### config.mk
export PLATFORM = sky130hd
export DESIGN_NAME = boot_pwr_regs
export DESIGN_NICKNAME = d
export VERILOG_FILES = /design/src/rtl/boot_pwr_regs.sv
export SDC_FILE = /design/constraint.sdc
export NUM_CORES = 1
export LEC_CHECK = 0
export BUFFER_PORTS_ARGS = -buffer_cell sky130_fd_sc_hd__buf_4
export CORE_MARGIN = 4
export CORE_UTILIZATION = 43
export DETAILED_ROUTE_END_ITERATION = 8
export GPL_TIMING_DRIVEN = 0
export PLACE_DENSITY = 0.8
export SYNTH_ARGS = -nofsm -noshare
export SYNTH_HDL_FRONTEND = slang
export SYNTH_SLANG_ARGS = --single-unit
### constraint.sdc
create_clock -name clk -period 1.11 [get_ports clk]
set_input_delay 0 -clock clk [delete_from_list [all_inputs] [get_ports clk]]
set_output_delay 0 -clock clk [all_outputs]
set_load 0.005 [all_outputs]
### src/rtl/boot_pwr_regs.sv
module boot_pwr_regs #(
  parameter int NUM_CORES = 4,
  parameter int ADDR_W    = 4
) (
  input  logic                 clk,
  input  logic                 por_n,
  input  logic                 warm_rst_n,
  input  logic                 bus_sel,
  input  logic                 bus_we,
  input  logic [ADDR_W-1:0]    bus_addr,
  input  logic [31:0]          bus_wdata,
  output logic [31:0]          bus_rdata,
  output logic [NUM_CORES-1:0] boot_done,
  output logic                 pwr_standby,
  output logic                 pwr_hibernate,
  output logic                 pwr_hib_mode2,
  output logic [28:0]          pwr_resume_addr,
  output logic                 nmi_pulse
);
  localparam logic [ADDR_W-1:0] OFS_BOOT = ADDR_W'(4'h0);
  localparam logic [ADDR_W-1:0] OFS_PWR  = ADDR_W'(4'h4);
  localparam logic [ADDR_W-1:0] OFS_NMI  = ADDR_W'(4'h8);
  localparam int PAD_W = 32 - NUM_CORES;

  logic                 warm_n;
  logic                 wr, wr_boot, wr_pwr, fire;
  logic [NUM_CORES-1:0] boot_q;
  logic [31:0]          pwr_q;
  logic                 nmi_q;

  assign warm_n  = por_n & warm_rst_n;
  assign wr      = bus_sel & bus_we;
  assign wr_boot = wr && (bus_addr == OFS_BOOT);
  assign wr_pwr  = wr && (bus_addr == OFS_PWR);
  assign fire    = wr && (bus_addr == OFS_NMI) && bus_wdata[0];

  always_ff @(posedge clk or negedge warm_n)
    if (!warm_n)      boot_q <= '0;
    else if (wr_boot) boot_q <= boot_q | bus_wdata[NUM_CORES-1:0];

  always_ff @(posedge clk or negedge por_n)
    if (!por_n)      pwr_q <= '0;
    else if (wr_pwr) pwr_q <= bus_wdata;

  always_ff @(posedge clk or negedge warm_n)
    if (!warm_n) nmi_q <= 1'b0;
    else         nmi_q <= fire;

  always_comb begin
    bus_rdata = '0;
    if (bus_sel && !bus_we) begin
      if (bus_addr == OFS_BOOT)     bus_rdata = {{PAD_W{1'b0}}, boot_q};
      else if (bus_addr == OFS_PWR) bus_rdata = pwr_q;
    end
  end

  assign boot_done       = boot_q;
  assign pwr_standby     = pwr_q[0];
  assign pwr_hibernate   = pwr_q[1];
  assign pwr_hib_mode2   = pwr_q[2];
  assign pwr_resume_addr = pwr_q[31:3];
  assign nmi_pulse       = nmi_q;


  boot_sticky_chk: assert property (@(posedge clk) disable iff (!warm_n)
    ($past(boot_q) & ~boot_q) == '0);


  boot_set_chk: assert property (@(posedge clk) disable iff (!warm_n)
    wr_boot |=> ((boot_q & $past(bus_wdata[NUM_CORES-1:0])) == $past(bus_wdata[NUM_CORES-1:0])));


  pwr_hold_chk: assert property (@(posedge clk) disable iff (!por_n)
    !wr_pwr |=> $stable(pwr_q));


  pwr_load_chk: assert property (@(posedge clk) disable iff (!por_n)
    wr_pwr |=> pwr_q == $past(bus_wdata));


  nmi_fire_chk: assert property (@(posedge clk) disable iff (!warm_n)
    fire |=> nmi_pulse);


  nmi_single_chk: assert property (@(posedge clk) disable iff (!warm_n)
    !fire |=> !nmi_pulse);


  nmi_read_zero_chk: assert property (@(posedge clk) disable iff (!por_n)
    (bus_sel && !bus_we && bus_addr == OFS_NMI) |-> bus_rdata == 32'h0);
endmodule

==> reports/metrics.yaml <==
synth:
  syn_avg_cell_area_um2: 14.7
  ys_warn_count: 0
  syn_area_mm2: 0.00184
  yosys.area.top_type: "dfrtp_1"
  synth_top_cells_by_area: "dfrtp_1 50%, mux2_4 25%, and2_1 8.8%, buf_12 3.3%, mux2i_1 2.2%"
  synth_most_common_cell: "dfrtp_1"
  synthFlopType: "dfrtp_1"
  ys_seq_area_share_pct: 50.4
  synthTopCellsByCount: "37 x dfrtp_1, 30 x mux2_4, 26 x and2_1"
  synth-edff-count: 0
  synth_fp_nets: 166
  netlist_instances: 125
  ys_types: 20
  synth_top_area_share_pct: 50.4
  synth-seq-cells: 37
  async_reset_ff_share_pct: 100
die:
  start_util_pct: 45.3
  pin_count: 110
  placementRows: 23
  die_y_um: 73.4
  fp.dieArea_mm2: 0.00538
  die_x_um: 73.4
  coreArea_mm2: 0.00406
timing:
  period_needed_ns: 1.16
  relSlewSlack_pct: 73.6
  setup_viol: 52
  max_freq_ghz: 0.863
  drv_slew: 0
  fin_ws_ns: -0.0489
  skew_ns: 0
  fin_crit_sh_pct: 104
  rsz0062_at_grt: "true"
  worst_pin_slew_ns: 0.396
  hold_viol: 0
critical_path:
  cp_top_family: "buffers and inverters"
  slowest_stage: "mux2_4"
  worstPathCellList: "buf_6, nor4b_4, buf_4, and3_4, buf_12, clkbuf_16, mux2_4"
  crit_path_max_fanout: 8
  arrival_ns: 1.32
  worstPathRequired_ns: 1.28
  path_buf_inv: 4
  slowest_delay_ns: 0.29
  cp-end-kind: "register"
  start_kind: "input port"
  path_class: "input port to register"
route:
  wirelength_mm: 5.90
  wire_per_inst_um: 17.6
  vias_per_cell: 4.79
  drtPass1Iterations: 3
  remaining_drc_errors: 0
  drt_iter0_markers: 52
  vias: 1611
  ant_nets: 0
cells_and_area:
  final_nets: 326
  n_fill_cell: 207
  drive_above_1_share_pct: 62.2
  diodes: 0
  final_util_pct: 83.9
  areaGrowthSynthToFinish_pct: 85.3
hold_path:
  hp-class: "input port to register"
clocking:
  insertion_delay_ns: 0.28
  cts_buffer_depth: 2
  clkSinkCount: 37
  clock-root-buffer: "clkbuf_8"
  cts_tree: "done"
  numCtsBuffers: 5
  path_clk_slew_ns: 0.07
  htree_levels: 2
job:
  cap_violations: 0
grt:
  gr-total-overflow: 0
  grt.total_usage_pct: 21.4
  grt_pass1_vias: 1755
  antenna_found_initial: 0
  grt_pass1_wl_mm: 8.76
  grt_max_degree: 34
power:
  vdd_drop_max_mv: 0.899
  power.internal_w: 0.00286
  seqPwrFrac_pct: 47.5
  pwr-share-comb_pct: 29.7
  p_per_area_mw_per_mm2: 1140
  p_sw_share_pct: 26.0
  power_frac_clock_pct: 22.8
  power_w: 0.00387
  power_switching_w: 0.00101
  power.leakage_nw: 1.75
outcome:
  violations: "negative setup slack"
  status: "finished with violations"
placed_design:
  place_congestion: 0.773
  dp_hpwl_mm: 3.61
  io_buffers: 108
==> tightest hold or removal path, delay by kind of cell <==
family	cells	cell delay [ns]
buffers and inverters	1	0.14
and+or+nand+nor	2	0.16
==> layer usage <==
metal | share of wire, % | vias to the layer above | global-route usage [%]
met5 | 0 | - | 0
met4 | 1.1 | 0 | 4.83
met3 | 7.6 | 8 | 4.24
met2 | 54 | 67 | 40.3
met1 | 37 | 792 | 24.9
li1 | - | 744 | -
==> power groups by stage <==
stage          logic (W)  registers (W)  clock network [W]
2_1_floorplan   0.000395        0.00182                  0
3_3_place_gp    0.000985        0.00183                  0
3_5_place_dp     0.00101        0.00184                  0
4_1_cts          0.00113        0.00182           0.000887
5_1_grt          0.00123        0.00188           0.000961
6_report         0.00115        0.00184           0.000881
==> layout by cell type, fill, tap and decap left out, types with 2 or more instances in the layout <==
master         instances
and2_1                16
buf_6                 14
mux2i_1                4
mux2_4                30
mux2_2                 2
a21o_1                 4
buf_4                 96
nor2_1                 4
dlygate4sd3_1         38
clkinv_2               2
dfrtp_1               37
buf_8                  2
buf_12                 4
clkbuf_16              3
and2_4                12
clkbuf_8               7
==> registers in the layout, summed over array words and instances, names as in the netlist <==
register   flops
pwr_q         32
boot_done      4
nmi_pulse      1
==> timing repair <==
action	CTS	global route
gates resized for setup	17	20
gates cloned	1	3
setup endpoints to repair	28	61
hold endpoints to repair	74	0
pin swaps	3	4
hold buffers	38	0
setup buffers	3	0
==> final timing paths <==
path	slack, ns	endpoint	cells past startpoint	from
setup / recovery	-0.05	pwr_q[25]$_DFFE_PN0P_	7	bus_addr[0]
hold / removal	0.05	nmi_pulse$_DFF_PN0_	3	bus_we
setup reg to reg	0.29	pwr_q[10]$_DFFE_PN0P_	1	pwr_q[10]$_DFFE_PN0P_
hold reg to reg	0.49	boot_done[2]$_DFFE_PN0P_	1	boot_done[2]$_DFFE_PN0P_
max in group asynchronous	0.34	boot_done[2]$_DFFE_PN0P_	3	por_n
min in group asynchronous	0.18	pwr_q[15]$_DFFE_PN0P_	2	por_n
==> kinds of logic (layout without fill, tap and decap cells) <==
kind of cell	after synthesis	in the layout	synth area share (%)
buffers and inverters	8	169	4.90
AO/OA/AOI/OAI	4	4	1.63
AND/OR/NAND/NOR	40	40	15.2
flip-flops	37	37	50.4
multiplexers	36	36	27.9
==> final cells by class <==
class	instances	area, um^2	share of cell area, %
buffer	7	114	3.34
multi-input combinational	80	855	25.1
clock buffer	6	72.6	2.13
tap	50	62.6	1.84
sequential	37	926	27.2
timing repair buffer	153	1360	40.0
inverter	1	3.75	0.110
clock inverter	2	10.0	0.294
==> stage by stage <==
step	setup WS [ns]	cells	cell area [um^2]	hold slack, ns	TNS [ns]
floorplan	-0.0574	125	1840	-0.296	-1.72
global placement	-0.361	283	2710	-0.0419	-15.48
detailed placement	-0.380	283	2710	-0.0435	-16.06
CTS	-0.0151	333	3270	0.0240	-0.116
global route	-0.0842	336	3410	0.0518	-3.63
finish	-0.0489	336	3410	0.0521	-1.17
Note: power is estimated with default switching activity, not from simulation.
